File: src/rtl/nfc_pkg.sv
package nfc_pkg;

    localparam int BUS_W   = 8;
    localparam int COL_CYC = 1;
    localparam int ROW_CYC = 2;
    localparam int FULL_CYC = COL_CYC + ROW_CYC;
    localparam int SLOT_W  = $clog2(FULL_CYC);
    localparam int ADDR_W  = FULL_CYC * BUS_W + 1;

    localparam logic [BUS_W-1:0] C_RD_FIRST  = 8'h00;
    localparam logic [BUS_W-1:0] C_RD_SECOND = 8'h01;
    localparam logic [BUS_W-1:0] C_RD_SPARE  = 8'h50;
    localparam logic [BUS_W-1:0] C_PG_SETUP  = 8'h80;
    localparam logic [BUS_W-1:0] C_PG_CONF   = 8'h10;
    localparam logic [BUS_W-1:0] C_CB_SETUP  = 8'h8A;
    localparam logic [BUS_W-1:0] C_ER_SETUP  = 8'h60;
    localparam logic [BUS_W-1:0] C_ER_CONF   = 8'hD0;
    localparam logic [BUS_W-1:0] C_READ_ID   = 8'h90;
    localparam logic [BUS_W-1:0] C_STATUS    = 8'h70;
    localparam logic [BUS_W-1:0] C_RESET     = 8'hFF;

    typedef enum logic [1:0] {
        EV_NONE = 2'd0,
        EV_CMD  = 2'd1,
        EV_ADDR = 2'd2
    } ev_kind_t;

    typedef struct packed {
        ev_kind_t         kind;
        logic [BUS_W-1:0] val;
    } bus_evt_t;

    typedef enum logic [2:0] {
        OP_NONE     = 3'd0,
        OP_READ     = 3'd1,
        OP_PROGRAM  = 3'd2,
        OP_COPYBACK = 3'd3,
        OP_ERASE    = 3'd4,
        OP_READID   = 3'd5,
        OP_STATUS   = 3'd6,
        OP_RESET    = 3'd7
    } op_t;

    typedef enum logic [1:0] {
        RG_FIRST  = 2'd0,
        RG_SECOND = 2'd1,
        RG_SPARE  = 2'd2
    } region_t;

    typedef enum logic [2:0] {
        PH_IDLE    = 3'd0,
        PH_RD_ADDR = 3'd1,
        PH_RD_DONE = 3'd2,
        PH_PG_ADDR = 3'd3,
        PH_PG_WAIT = 3'd4,
        PH_ER_ADDR = 3'd5,
        PH_ER_WAIT = 3'd6,
        PH_CB_ADDR = 3'd7
    } phase_t;

    function automatic logic cmd_allowed(input logic [BUS_W-1:0] code, input logic busy);
        return !busy || (code == C_STATUS) || (code == C_RESET);
    endfunction

endpackage

File: src/rtl/nfc_bus_sample.sv
module nfc_bus_sample
    import nfc_pkg::*;
(
    input  logic             clk,
    input  logic             rst,
    input  logic             ce_n,
    input  logic             we_n,
    input  logic             cle,
    input  logic             ale,
    input  logic [BUS_W-1:0] io_in,
    output bus_evt_t         evt
);

    logic we_d;
    logic we_rise;

    always_ff @(posedge clk) begin
        if (rst) we_d <= 1'b1;
        else     we_d <= we_n;
    end

    assign we_rise = !we_d && we_n && !ce_n;

    always_comb begin
        evt.val  = io_in;
        evt.kind = EV_NONE;
        if (we_rise && cle && !ale)      evt.kind = EV_CMD;
        else if (we_rise && ale && !cle) evt.kind = EV_ADDR;
    end

endmodule

File: src/rtl/nfc_cmd_seq.sv
module nfc_cmd_seq
    import nfc_pkg::*;
(
    input  logic              clk,
    input  logic              rst,
    input  bus_evt_t          evt,
    input  logic              busy,
    input  logic              spare_dis,
    output logic              op_valid,
    output op_t               op_code,
    output logic              addr_we,
    output logic [SLOT_W-1:0] addr_slot,
    output logic              ptr_we,
    output region_t           ptr_val
);

    localparam logic [SLOT_W-1:0] LAST_FULL = SLOT_W'(FULL_CYC - 1);
    localparam logic [SLOT_W-1:0] LAST_ROW  = SLOT_W'(ROW_CYC - 1);
    localparam logic [SLOT_W-1:0] ROW_BASE  = SLOT_W'(COL_CYC);

    phase_t            phase, phase_n;
    logic [SLOT_W-1:0] cnt, cnt_n;
    logic              rd_first, rd_first_n;
    logic              opv_n;
    op_t               opc_n;

    task automatic start_seq(input phase_t ph);
        phase_n = ph;
        cnt_n   = '0;
    endtask

    always_comb begin
        phase_n    = phase;
        cnt_n      = cnt;
        rd_first_n = rd_first;
        opv_n      = 1'b0;
        opc_n      = OP_NONE;
        addr_we    = 1'b0;
        addr_slot  = '0;
        ptr_we     = 1'b0;
        ptr_val    = RG_FIRST;

        if (evt.kind == EV_CMD && cmd_allowed(evt.val, busy)) begin
            case (evt.val)
                C_RD_FIRST: begin
                    start_seq(PH_RD_ADDR);
                    rd_first_n = 1'b1;
                    ptr_we     = 1'b1;
                    ptr_val    = RG_FIRST;
                end
                C_RD_SECOND: begin
                    start_seq(PH_RD_ADDR);
                    rd_first_n = 1'b0;
                    ptr_we     = 1'b1;
                    ptr_val    = RG_SECOND;
                end
                C_RD_SPARE: begin
                    if (!spare_dis) begin
                        start_seq(PH_RD_ADDR);
                        rd_first_n = 1'b0;
                        ptr_we     = 1'b1;
                        ptr_val    = RG_SPARE;
                    end
                end
                C_PG_SETUP: start_seq(PH_PG_ADDR);
                C_ER_SETUP: start_seq(PH_ER_ADDR);
                C_CB_SETUP: begin
                    if (phase == PH_RD_DONE) start_seq(PH_CB_ADDR);
                end
                C_PG_CONF: begin
                    if (phase == PH_PG_WAIT) begin
                        phase_n = PH_IDLE;
                        opv_n   = 1'b1;
                        opc_n   = OP_PROGRAM;
                    end
                end
                C_ER_CONF: begin
                    if (phase == PH_ER_WAIT) begin
                        phase_n = PH_IDLE;
                        opv_n   = 1'b1;
                        opc_n   = OP_ERASE;
                    end
                end
                C_READ_ID: begin
                    phase_n = PH_IDLE;
                    opv_n   = 1'b1;
                    opc_n   = OP_READID;
                end
                C_STATUS: begin
                    opv_n = 1'b1;
                    opc_n = OP_STATUS;
                end
                C_RESET: begin
                    phase_n = PH_IDLE;
                    opv_n   = 1'b1;
                    opc_n   = OP_RESET;
                    ptr_we  = 1'b1;
                    ptr_val = RG_FIRST;
                end
                default: phase_n = PH_IDLE;
            endcase
        end else if (evt.kind == EV_ADDR && !busy) begin
            case (phase)
                PH_RD_ADDR, PH_PG_ADDR, PH_CB_ADDR: begin
                    addr_we   = 1'b1;
                    addr_slot = cnt;
                    if (cnt == LAST_FULL) begin
                        if (phase == PH_RD_ADDR) begin
                            opv_n   = 1'b1;
                            opc_n   = OP_READ;
                            phase_n = rd_first ? PH_RD_DONE : PH_IDLE;
                        end else if (phase == PH_CB_ADDR) begin
                            opv_n   = 1'b1;
                            opc_n   = OP_COPYBACK;
                            phase_n = PH_IDLE;
                        end else begin
                            phase_n = PH_PG_WAIT;
                        end
                    end else begin
                        cnt_n = cnt + 1'b1;
                    end
                end
                PH_ER_ADDR: begin
                    addr_we   = 1'b1;
                    addr_slot = cnt + ROW_BASE;
                    if (cnt == LAST_ROW) phase_n = PH_ER_WAIT;
                    else                 cnt_n   = cnt + 1'b1;
                end
                default: ;
            endcase
        end
    end

    always_ff @(posedge clk) begin
        if (rst) begin
            phase    <= PH_IDLE;
            cnt      <= '0;
            rd_first <= 1'b0;
            op_valid <= 1'b0;
            op_code  <= OP_NONE;
        end else begin
            phase    <= phase_n;
            cnt      <= cnt_n;
            rd_first <= rd_first_n;
            op_valid <= opv_n;
            op_code  <= opc_n;
        end
    end

endmodule

File: src/rtl/nfc_addr_reg.sv
module nfc_addr_reg
    import nfc_pkg::*;
(
    input  logic              clk,
    input  logic              rst,
    input  logic              we,
    input  logic [SLOT_W-1:0] slot,
    input  logic [BUS_W-1:0]  din,
    input  region_t           region,
    output logic [ADDR_W-1:0] addr
);

    logic [BUS_W-1:0] slot_q [FULL_CYC];

    for (genvar g = 0; g < FULL_CYC; g++) begin : g_slot
        always_ff @(posedge clk) begin
            if (rst)                             slot_q[g] <= '0;
            else if (we && slot == SLOT_W'(g))   slot_q[g] <= din;
        end
    end

    always_comb begin
        addr = '0;
        for (int i = 0; i < COL_CYC; i++)
            addr[i*BUS_W +: BUS_W] = slot_q[i];
        addr[COL_CYC*BUS_W] = (region == RG_SECOND);
        for (int i = COL_CYC; i < FULL_CYC; i++)
            addr[i*BUS_W + 1 +: BUS_W] = slot_q[i];
    end

endmodule

File: src/rtl/nfc_ptr.sv
module nfc_ptr
    import nfc_pkg::*;
(
    input  logic    clk,
    input  logic    rst,
    input  logic    set_we,
    input  region_t set_val,
    input  logic    data_acc,
    output region_t region
);

    always_ff @(posedge clk) begin
        if (rst)                                   region <= RG_FIRST;
        else if (set_we)                           region <= set_val;
        else if (data_acc && region == RG_SECOND)  region <= RG_FIRST;
    end

endmodule

File: src/rtl/nand_cmd_front.sv
module nand_cmd_front
    import nfc_pkg::*;
(
    input  logic              clk,
    input  logic              rst,
    input  logic              ce_n,
    input  logic              we_n,
    input  logic              cle,
    input  logic              ale,
    input  logic [BUS_W-1:0]  io_in,
    input  logic              spare_dis,
    input  logic              data_acc,
    input  logic              busy,
    output logic              op_valid,
    output logic [2:0]        op_code,
    output logic [ADDR_W-1:0] addr,
    output logic [1:0]        region
);

    bus_evt_t          evt;
    op_t               op_q;
    logic              a_we;
    logic [SLOT_W-1:0] a_slot;
    logic              p_we;
    region_t           p_val;
    region_t           rg_q;

    nfc_bus_sample u_smp (
        .clk(clk), .rst(rst), .ce_n(ce_n), .we_n(we_n),
        .cle(cle), .ale(ale), .io_in(io_in), .evt(evt)
    );

    nfc_cmd_seq u_seq (
        .clk(clk), .rst(rst), .evt(evt), .busy(busy), .spare_dis(spare_dis),
        .op_valid(op_valid), .op_code(op_q), .addr_we(a_we), .addr_slot(a_slot),
        .ptr_we(p_we), .ptr_val(p_val)
    );

    nfc_ptr u_ptr (
        .clk(clk), .rst(rst), .set_we(p_we), .set_val(p_val),
        .data_acc(data_acc), .region(rg_q)
    );

    nfc_addr_reg u_adr (
        .clk(clk), .rst(rst), .we(a_we), .slot(a_slot), .din(evt.val),
        .region(rg_q), .addr(addr)
    );

    assign op_code = op_q;
    assign region  = rg_q;

endmodule

File: config.mk
export PLATFORM = sky130hd
export DESIGN_NAME = nand_cmd_front
export DESIGN_NICKNAME = d
export VERILOG_FILES = /design/src/rtl/nfc_pkg.sv /design/src/rtl/nfc_bus_sample.sv /design/src/rtl/nfc_cmd_seq.sv /design/src/rtl/nfc_addr_reg.sv /design/src/rtl/nfc_ptr.sv /design/src/rtl/nand_cmd_front.sv
export SDC_FILE = /design/constraint.sdc
export NUM_CORES = 1
export LEC_CHECK = 0
export ABC_CLOCK_PERIOD_IN_PS = 2500
export CORE_AREA = 5 5 73 75
export DETAILED_ROUTE_END_ITERATION = 8
export DIE_AREA = 0 0 78 80
export PLACE_DENSITY = 0.72
export SYNTH_ARGS = -nofsm -noshare
export SYNTH_HDL_FRONTEND = slang
export SYNTH_SLANG_ARGS = --single-unit
File: constraint.sdc
create_clock -name clk -period 2.5 [get_ports clk]
set_input_delay 0.5 -clock clk [delete_from_list [all_inputs] [get_ports clk]]
set_output_delay 0.5 -clock clk [all_outputs]
set_load 0.005 [all_outputs]
==> summary.txt, run 1 <==
Outcome
  – Outcome: finished, final reports clean

STA
  – Fmax: 413.7 MHz
  – Rel. slew slack: 70.18%
  – Final Skew: 0.003096 ns
  – Setup_tns: 0 ns
  – Final period util: 96.68%
  – Fin crit period: 2.417 ns
  – Endpoints failing setup: 0
  – Slew Limit Fails: 0
  – RSZ-0062 raised after global routing: yes
  – Worst-Margin Slew: 0.4459 ns
  – Final Hold Fails: 0

Die
  – Vert. Die Dim: 80 um
  – Core region area: 0.004598 mm2
  – Row count: 25
  – Die footprint: 0.006240 mm2
  – Initial Utilization: 42.88%
  – DIE WIDTH: 78 um
  – Boundary Pins: 48

Clock tree
  – Clk slew on worst S/H paths: 0.07 ns
  – H-tree depth: 2
  – Sink Count: 37
  – Clk_lat worst skew: 0.28 ns
  – Bufs on Longest Clock Path: 2
  – Hold buffers post-CTS: 0
  – PostCTS Resize Cnt: 0
  – Clock root buffer master: clkbuf_8
  – Setup Buffers After CTS: 0
  – CTS buffer count: 5
  – TritonCTS clock tree: done

Placement
  – Placed cell areas: 0.002793 mm2
  – Placer Congestion: 0.9450
  – Port Buffers: 47
  – Dpl cells: 325
  – DPL Wire Length: 4327 um

Yosys
  – Yosys reg bits: 37
  – Syn_nets: 207
  – Register area share after synthesis: 49.75%
  – Async SR Flop Fraction: 0%
  – Mapped cell area: 0.001972 mm2
  – Yosys cell types: 54
  – Post-Synthesis Cells: 188
  – Synth warnings: 0
  – Syn_area_per_cell: 10.49 um2
  – Top_reg_cell synth: edfxtp_1
  – Post-synth EDFFs: 24

Power and ir drop
  – Overall Power: 1.232 mW
  – Clk network pwr share: 32.9%
  – Proportion of power drawn by combinational gates: 13.0%
  – Static Leak: 1.101 nW
  – Cell-internal power: 0.9446 mW
  – Psw: 0.2872 mW
  – Worst vdd ir: 0.0002075 V
  – Pwr/cell area: 428.0 mW/mm2
  – Sequential Power Share: 54.1%
  – Sw Share: 23.31%

Setup path
  – Slowest cell delay on critical path: 0.47 ns
  – Critical path, cell by cell: clkdlybuf4s50_1, or3_1, or4_1, and3_1, o31ai_1, nor2_1, o21a_1
  – Slowest stage cell, crit path: clkdlybuf4s50_1
  – Critical path fanouts, max: 4
  – Crit. End Element: register
  – Crit path kind: input port to register
  – Worst path bufs/invs: 1
  – Cell family contributing the most delay on the critical path: simple AND/OR/NAND/NOR gates
  – Crit path required time: 2.69 ns
  – Worst setup SP type: input port
  – Endpoint arrival time on the critical path: 2.60 ns

Global route
  – Gr usage total: 18.11%
  – First-pass GRT wire length: 8866 um
  – Vias in the first global route: 1,800
  – Initial antenna violation count: 0
  – Pin count of the biggest net entering global routing: 12
  – Remaining Overflow, GRT: 0

Layout
  – FILL cells: 399
  – Number of diodes: 0
  – Design area: 0.002878 mm2
  – Fraction of layout cells with a size suffix above 1: 22.94%
  – Sequential cell area: 980.9 um2
  – Most frequent cells in the layout: 46 x clkdlybuf4s50_1, 41 x buf_4, 24 x edfxtp_1, 20 x and2_1, 15 x nand2_1
  – Commonest non-fill, non-tap cell in the layout: clkdlybuf4s50_1
  – Area used by multi-input combinational logic: 923.4 um2
  – Finished Layout Cells: 333
  – Synth-to-Final Area Change: 45.94%
  – Nets: 297

Job
  – Max-Cap Viols: 0

Route
  – First DRT Iteration DRCs: 86
  – Vias post-DR: 1,766
  – WL/cell: 16.22 um
  – Via density: 5.303
  – Drt pass-1 iters: 4
  – Drt drc: 0
  – Final wirelength: 5401 um
  – Final ANT Viol Nets: 0

Hold path
  – Worst Hold Class: register to register
==> cell families after synthesis <==
group	after synthesis	synth area share, %
and+or+nand+nor	95	28.49
AOI/OAI and AO/OA	37	14.78
DFF	37	49.75
buffers and inverters	12	3.426
xor gates and xnor gates	4	1.777
adders and majority gates	2	1.269
muxes	1	0.5076
==> area by class of cell <==
class                      instances  share of cell area (%)
inverter                           6                  0.7826
multi-input combinational        139                   32.09
timing repair buffer              89                   27.83
tap                               54                   2.348
clock buffer                       6                   2.522
clock inverter                     2                  0.3478
sequential                        37                   34.09
==> power groups by stage <==
stage / Combinational, mW / Clock [mW] / Sequential (mW)
final: 0.160 / 0.406 / 0.666
after global routing: 0.171 / 0.444 / 0.668
after CTS: 0.160 / 0.411 / 0.667
after detailed placement: 0.159 / 0 / 0.680
after global placement: 0.157 / 0 / 0.679
after floorplan: 0.0456 / 0 / 0.682
==> registers in the layout, summed over array words and instances (netlist names) <==
name and flops:
u_adr.slot_q 24, u_seq.op_code 3, u_seq.phase 3, u_ptr.region 2
u_seq.cnt 2, u_seq.op_valid 1, u_seq.rd_first 1, u_smp.we_d 1
==> worst min-delay path: stages, from the launching register on <==
cell and delay, ns:
dfxtp_1 0.31, o21ai_0 0.06, a21oi_1 0.06
==> path summary, 6_finish.rpt <==
kind                               startpoint                          end  slack, ns  cells after the start
hold reg to reg   u_seq.rd_first$_SDFFE_PP0P_  u_seq.rd_first$_SDFFE_PP0P_       0.48                      2
setup reg to reg  u_seq.phase[2]$_SDFFE_PP0P_  u_seq.phase[2]$_SDFFE_PP0P_       0.53                      6
setup / recovery                     io_in[1]    u_seq.cnt[0]$_SDFFE_PP0P_       0.08                      7
hold / removal    u_seq.rd_first$_SDFFE_PP0P_  u_seq.rd_first$_SDFFE_PP0P_       0.48                      2
==> per-stage QoR <==
stage                     hold WS [ns]  util (%)  setup WS [ns]
final                           0.4756     62.59        0.08307
after global routing            0.5235     62.59      -0.002855
after CTS                       0.4778     62.53        0.08158
after detailed placement        0.4673     60.73        -0.2118
after global placement          0.4708     60.73        -0.1747
after floorplan                 0.4497         -         0.3704
==> layer usage <==
layer  up-vias  track usage (%)  part of all wire [%]
li1        875                -                     -
met1       816            21.62                    44
met2        62            30.97                    49
met3        13            3.612                   4.0
met4         0            8.784                   2.6
met5         -                0                     0
==> synth_stat cells (3+ instances only) <==
master    count  share of area, %
a21oi_1      11               2.8
and2_1       20               6.3
and3_1        4               1.3
dfxtp_1      13                13
edfxtp_1     24                37
inv_1         6               1.1
nand2_1      15               2.9
nand2b_1      4               1.3
nand3_1       3              0.76
nand4_1       5               1.6
nor2_1       12               2.3
nor3_1        4               1.0
nor3b_1       4               1.5
o211ai_1      3               1.1
o21ai_0       3              0.76
o31ai_1       5               1.9
or3_1         4               1.3
or4_1         3               1.1
xnor2_1       3               1.3
No activity file was read; power rests on OpenSTA's default activity.
==> inputs of run 2 (changes only) <==
- CORE_AREA: 5 5 73 75 -> 5 5 70 72
- DIE_AREA: 0 0 78 80 -> 0 0 75 77
- PLACE_DENSITY: 0.72 -> 0.78
- REMOVE_ABC_BUFFERS: not set -> 1
==> summary.txt, run 2 (same netlist as run 1, synthesis figures left out) <==
STA
  – Endpoints failing setup: 0 (unchanged)
  – Worst-Margin Slew: 0.3623 ns (-0.08362 ns)
  – Final period util: 99.27% (+2.6 points)
  – Setup_tns: 0 ns (unchanged)
  – Final Skew: 0.009706 ns (+0.006610 ns)
  – Final setup margin: 0.01817 ns (-0.06490 ns)
  – Slew Limit Fails: 0 (unchanged)
  – Rel. slew slack: 75.79% (+5.6 points)
  – Final Hold Fails: 0 (unchanged)
  – Hold slack final: 0.4856 ns (+0.01004 ns)
  – Fin crit period: 2.482 ns (+0.06490 ns)
  – Fmax: 402.9 MHz (-2.6%)

Layout
  – Fraction of layout cells with a size suffix above 1: 22.18% (-0.76 points)
  – Area used by multi-input combinational logic: 928.4 um2 (+0.54%)
  – Reg with most FFs: u_adr.slot_q
  – Max reg flops: 24 (unchanged)
  – Finished Layout Cells: 327 (-1.8%)
  – Nets: 293 (-1.3%)
  – Commonest non-fill, non-tap cell in the layout: clkdlybuf4s50_1
  – Number of diodes: 0 (unchanged)
  – Sequential cell area: 980.9 um2 (unchanged)
  – Most frequent cells in the layout: 43 x clkdlybuf4s50_1, 38 x buf_4, 24 x edfxtp_1, 20 x and2_1, 15 x nand2_1
  – FILL cells: 337 (-16%)
  – Top Registers: u_adr.slot_q: 24 flops, u_seq.op_code: 3 flops, u_seq.phase: 3 flops
  – Synth-to-Final Area Change: 44.29%

Global route
  – Pin count of the biggest net entering global routing: 12 (unchanged)
  – Vias in the first global route: 1,828 (+1.6%)
  – Gr usage total: 19.62% (+1.5 points)
  – First-pass GRT wire length: 8728 um (-1.6%)
  – Initial antenna violation count: 0 (unchanged)
  – Global route hottest layer: met2
  – Met2 Track Usage GR: 34.67% (+3.7 points)
  – Remaining Overflow, GRT: 0 (unchanged)
  – Grt met1 use: 23.03% (+1.4 points)
  – Grt met3 use: 3.922% (+0.31 points)

Die
  – Initial Utilization: 46.57% (+3.7 points)
  – Die footprint: 0.005775 mm2 (-7.5%)
  – Vert. Die Dim: 77 um (-3.8%)
  – Core region area: 0.004234 mm2 (-7.9%)
  – Boundary Pins: 48 (unchanged)
  – DIE WIDTH: 75 um (-3.8%)
  – Row count: 24 (-4.0%)

Route
  – Final ANT Viol Nets: 0 (unchanged)
  – WL/cell: 16.27 um (+0.31%)
  – Via density: 5.569 (+5.0%)
  – Drt drc: 0 (unchanged)
  – Final wirelength: 5320 um (-1.5%)
  – Vias post-DR: 1,821 (+3.1%)
  – First DRT Iteration DRCs: 100 (+16%)
  – Drt pass-1 iters: 4 (unchanged)

Clock tree
  – Setup Buffers After CTS: 0 (unchanged)
  – CTS buffer count: 5 (unchanged)
  – H-tree depth: 2 (unchanged)
  – Hold buffers post-CTS: 0 (unchanged)
  – TritonCTS clock tree: done
  – Clock root buffer master: clkbuf_8
  – Clk slew on worst S/H paths: 0.08 ns (about the same)
  – Clk_lat worst skew: 0.28 ns (about the same)
  – Sink Count: 37 (unchanged)
  – Bufs on Longest Clock Path: 2 (unchanged)
  – PostCTS Resize Cnt: 0 (unchanged)

Placement
  – Placement Setup Slack: -0.2299 ns (-0.01818 ns)
  – DPL Wire Length: 4069 um (-5.9%)
  – Port Buffers: 47 (unchanged)
  – Placer Congestion: 0.9971 (+5.5%)
  – Dpl cells: 319 (-1.8%)

Setup path
  – R2R depth: 6 (unchanged)
  – Worst setup SP type: input port
  – R2r endpoint: u_seq.phase[0]$_SDFFE_PP0P_
  – Crit path kind: input port to register
  – Endpoint arrival time on the critical path: 2.66 ns (+0.06 ns)
  – Crit path required time: 2.68 ns (about the same)
  – Critical path fanouts, max: 5 (+1)
  – R2R setup slack: 0.54 ns (about the same)
  – Reg2reg start: u_seq.phase[2]$_SDFFE_PP0P_
  – Crit. End Element: register

Power and ir drop
  – Psw: 0.2774 mW (-3.4%)
  – Sw Share: 22.82% (-0.49 points)
  – Sequential Power Share: 54.8% (+0.7 points)
  – Clk network pwr share: 32.6% (-0.3 points)
  – Pwr/cell area: 427.3 mW/mm2 (-0.18%)
  – Proportion of power drawn by combinational gates: 12.6% (-0.4 points)
  – Worst vdd ir: 0.0001663 V (-20%)
  – Cell-internal power: 0.9382 mW (-0.68%)
  – Overall Power: 1.216 mW (-1.3%)
  – Static Leak: 1.106 nW (+0.45%)

Hold path
  – Worst Min Path Start: u_ptr.region[0]$_SDFFE_PP0P_
  – Worst Hold Class: register to register
  – Worst Hold Depth: 2 (unchanged)
  – Hold worst-path end: u_ptr.region[0]$_SDFFE_PP0P_

Outcome
  – Outcome: finished, final reports clean

Job
  – Max-Cap Viols: 0 (unchanged)
run 2: changes by cell type in the layout (fill, tap and decap cells not counted):
cell,delta
buf_12,-1
buf_4,-3
clkdlybuf4s50_1,-3
dlymetal6s2s_1,+3
o31ai_1,-1
o31ai_2,+1
run 2: per-stage QoR:
stage / cell area (um2) / util, %
after floorplan: 1927 / -
after global placement: 2748 / 64.89
after detailed placement: 2748 / 64.89
after CTS: 2830 / 66.84
after global routing: 2845 / 67.20
final: 2845 / 67.20
run 2: worst max-delay path by stage:
stage	from	to	slack [ns]	cells after the start
global route	io_in[7]	u_seq.phase[0]$_SDFFE_PP0P_	-0.007	7
finish	io_in[3]	u_seq.cnt[0]$_SDFFE_PP0P_	0.02	7
detailed placement	io_in[1]	u_seq.cnt[0]$_SDFFE_PP0P_	-0.23	7
global placement	io_in[4]	u_seq.phase[1]$_SDFFE_PP0P_	-0.16	7
floorplan	ce_n	u_adr.slot_q[2][0]$_SDFFCE_PN0P_	0.37	3
CTS	io_in[1]	u_seq.cnt[0]$_SDFFE_PP0P_	0.002	7
run 2: layout make-up:
class,count,area share (%)
clock buffers,6,2.551
clock inverters,2,0.3518
inverters,6,0.7916
multi-input cells,139,32.63
flip-flops and latches,37,34.48
well taps,52,2.287
repair buffers,85,26.91
run 2: power groups by stage:
stage	logic [mW]	registers (mW)	clock network [mW]
finish	0.153	0.666	0.396
global route	0.164	0.667	0.430
CTS	0.153	0.667	0.404
detailed placement	0.151	0.680	0
global placement	0.149	0.679	0
floorplan	0.0343	0.682	0
run 2: worst max-delay path, stage by stage:
cell and delay (ns):
clkdlybuf4s50_1 0.55, or3_1 0.44, or4_1 0.43, and3_1 0.21
o31ai_2 0.28, nor2_1 0.08, o21a_1 0.17
run 2: per-layer routing:
metal,vias up,wire length (um),part of all wire [%]
met1,850,2043,38
met5,-,0,0
met2,82,2819,53
met4,0,92,1.7
li1,873,-,-
met3,16,365,6.9
==> inputs of run 3 (changes only) <==
- CTS_BUF_LIST: not set -> sky130_fd_sc_hd__clkbuf_8 sky130_fd_sc_hd__clkbuf_16
==> summary.txt, run 3 (same netlist as run 1, synthesis figures left out) <==
Outcome
  – Outcome: finished, final reports clean

Clock tree
  – Sink Count: 37 (unchanged)
  – Hold buffers post-CTS: 0 (unchanged)
  – TritonCTS clock tree: done
  – Setup Buffers After CTS: 0 (unchanged)
  – CTS buffer count: 5 (unchanged)
  – H-tree depth: 2 (unchanged)
  – PostCTS Resize Cnt: 0 (unchanged)
  – Clk slew on worst S/H paths: 0.08 ns (about the same)
  – Clock root buffer master: clkbuf_8
  – Bufs on Longest Clock Path: 2 (unchanged)
  – Clk_lat worst skew: 0.29 ns (about the same)

Placement
  – Port Buffers: 47 (unchanged)
  – Placer Congestion: 0.9971 (unchanged)
  – Dpl cells: 319 (unchanged)
  – Placed cell areas: 0.002748 mm2 (unchanged)
  – DPL Wire Length: 4069 um (unchanged)
  – Placement Setup Slack: -0.2299 ns (unchanged)

Die
  – Initial Utilization: 46.57% (unchanged)
  – Row count: 24 (unchanged)
  – DIE WIDTH: 75 um (unchanged)
  – Boundary Pins: 48 (unchanged)
  – Vert. Die Dim: 77 um (unchanged)
  – Core region area: 0.004234 mm2 (unchanged)
  – Die footprint: 0.005775 mm2 (unchanged)

STA
  – Endpoints failing setup: 0 (unchanged)
  – Final period util: 99.21% (about the same)
  – Rel. slew slack: 75.79% (about the same)
  – Fmax: 403.2 MHz (about the same)
  – Slew Limit Fails: 0 (unchanged)
  – Final Skew: 0.009383 ns (-0.0003227 ns)
  – Fin crit period: 2.480 ns (-0.001626 ns)
  – Hold slack final: 0.4856 ns (+0.000001000 ns)
  – Final Hold Fails: 0 (unchanged)
  – Final setup margin: 0.01979 ns (+0.001626 ns)
  – Worst-Margin Slew: 0.3623 ns (-0.000001073 ns)

Global route
  – Gr usage total: 19.62% (unchanged)
  – Pin count of the biggest net entering global routing: 12 (unchanged)
  – Remaining Overflow, GRT: 0 (unchanged)
  – Initial antenna violation count: 0 (unchanged)
  – First-pass GRT wire length: 8728 um (unchanged)
  – Vias in the first global route: 1,828 (unchanged)

Layout
  – Design area: 0.002845 mm2 (unchanged)
  – Fraction of layout cells with a size suffix above 1: 22.18% (unchanged)
  – Reg with most FFs: u_adr.slot_q
  – Max reg flops: 24 (unchanged)
  – Number of diodes: 0 (unchanged)
  – Top Registers: u_adr.slot_q: 24 flops, u_seq.op_code: 3 flops, u_seq.phase: 3 flops
  – Most frequent cells in the layout: 43 x clkdlybuf4s50_1, 38 x buf_4, 24 x edfxtp_1, 20 x and2_1, 15 x nand2_1
  – Synth-to-Final Area Change: 44.29% (unchanged)
  – Nets: 293 (unchanged)
  – Finished Layout Cells: 327 (unchanged)
  – FILL cells: 337 (unchanged)
  – Commonest non-fill, non-tap cell in the layout: clkdlybuf4s50_1

Setup path
  – Crit path required time: 2.68 ns (about the same)
  – Cell family contributing the most delay on the critical path: simple AND/OR/NAND/NOR gates
  – R2R depth: 6 (unchanged)
  – Slowest cell delay on critical path: 0.55 ns (about the same)
  – Stages on the worst setup path: 7 (unchanged)
  – Crit. End Element: register
  – Endpoint arrival time on the critical path: 2.66 ns (about the same)
  – Crit path kind: input port to register
  – Worst setup SP type: input port
  – Critical path fanouts, max: 5 (unchanged)
  – Worst path bufs/invs: 1 (unchanged)
  – Slowest stage cell, crit path: clkdlybuf4s50_1
  – Critical path, cell by cell: clkdlybuf4s50_1, or3_1, or4_1, and3_1, o31ai_2, nor2_1, o21a_1

Power and ir drop
  – Static Leak: 1.110 nW (+0.37%)
  – Worst vdd ir: 0.0001663 V (about the same)
  – Pwr/cell area: 426.2 mW/mm2 (-0.24%)
  – Overall Power: 1.213 mW (-0.24%)

Hold path
  – Worst Hold Depth: 2 (unchanged)
  – Worst Hold Class: register to register

Route
  – Drt drc: 0 (unchanged)
  – First DRT Iteration DRCs: 100 (unchanged)
  – WL/cell: 16.26 um (about the same)
  – Vias post-DR: 1,825 (+0.22%)
  – Final wirelength: 5316 um (about the same)
  – Via density: 5.581 (+0.22%)
  – Final ANT Viol Nets: 0 (unchanged)
  – Drt pass-1 iters: 4 (unchanged)

Job
  – Max-Cap Viols: 0 (unchanged)
run 3: cell type report:
cell class	instances	area, um2	share of cell area [%]
clock buffers	5	68.82	2.419
inverters	6	22.52	0.7916
flip-flops and latches	37	980.9	34.48
multi-input cells	139	928.4	32.63
repair buffers	85	765.7	26.91
well taps	52	65.06	2.287
clock inverters	3	13.76	0.4837
run 3: routing by layer:
metal	up-vias	part of all wire, %	global-route usage, %
met3	21	7.1	3.922
li1	873	-	-
met2	84	53	34.67
met5	-	0	0
met4	0	2.1	6.406
met1	847	38	23.03
run 3: metrics by stage:
step | utilization [%] | setup TNS, ns
2_1_floorplan | - | 0
3_3_place_gp | 64.89 | -0.7918
3_5_place_dp | 64.89 | -1.261
4_1_cts | 66.84 | 0
5_1_grt | 67.20 | -0.006936
6_report | 67.20 | 0
run 3: worst reg2reg max path, cell delays in order (launching register included):
cell	delay [ns]
dfxtp_1	0.44
nor2b_1	0.29
a311o_1	0.23
a21oi_1	0.09
o32a_4	0.35
or3_1	0.33
a21oi_1	0.15
run 3: power breakdown:
| part | switching [mW] | internal (mW) | total, mW |
|---|---|---|---|
| clock | 0.204 | 0.189 | 0.393 |
| sequential | 0.00432 | 0.662 | 0.666 |
| combinational | 0.0700 | 0.0830 | 0.153 |
| total | 0.279 | 0.934 | 1.21 |
run 3: final timing paths:
check	end	slack [ns]	startpoint
worst min register to register	u_ptr.region[0]$_SDFFE_PP0P_	0.49	u_ptr.region[0]$_SDFFE_PP0P_
worst max-delay path	u_seq.cnt[0]$_SDFFE_PP0P_	0.02	io_in[3]
worst max register to register	u_seq.phase[0]$_SDFFE_PP0P_	0.54	u_seq.phase[2]$_SDFFE_PP0P_
worst min-delay path	u_ptr.region[0]$_SDFFE_PP0P_	0.49	u_ptr.region[0]$_SDFFE_PP0P_
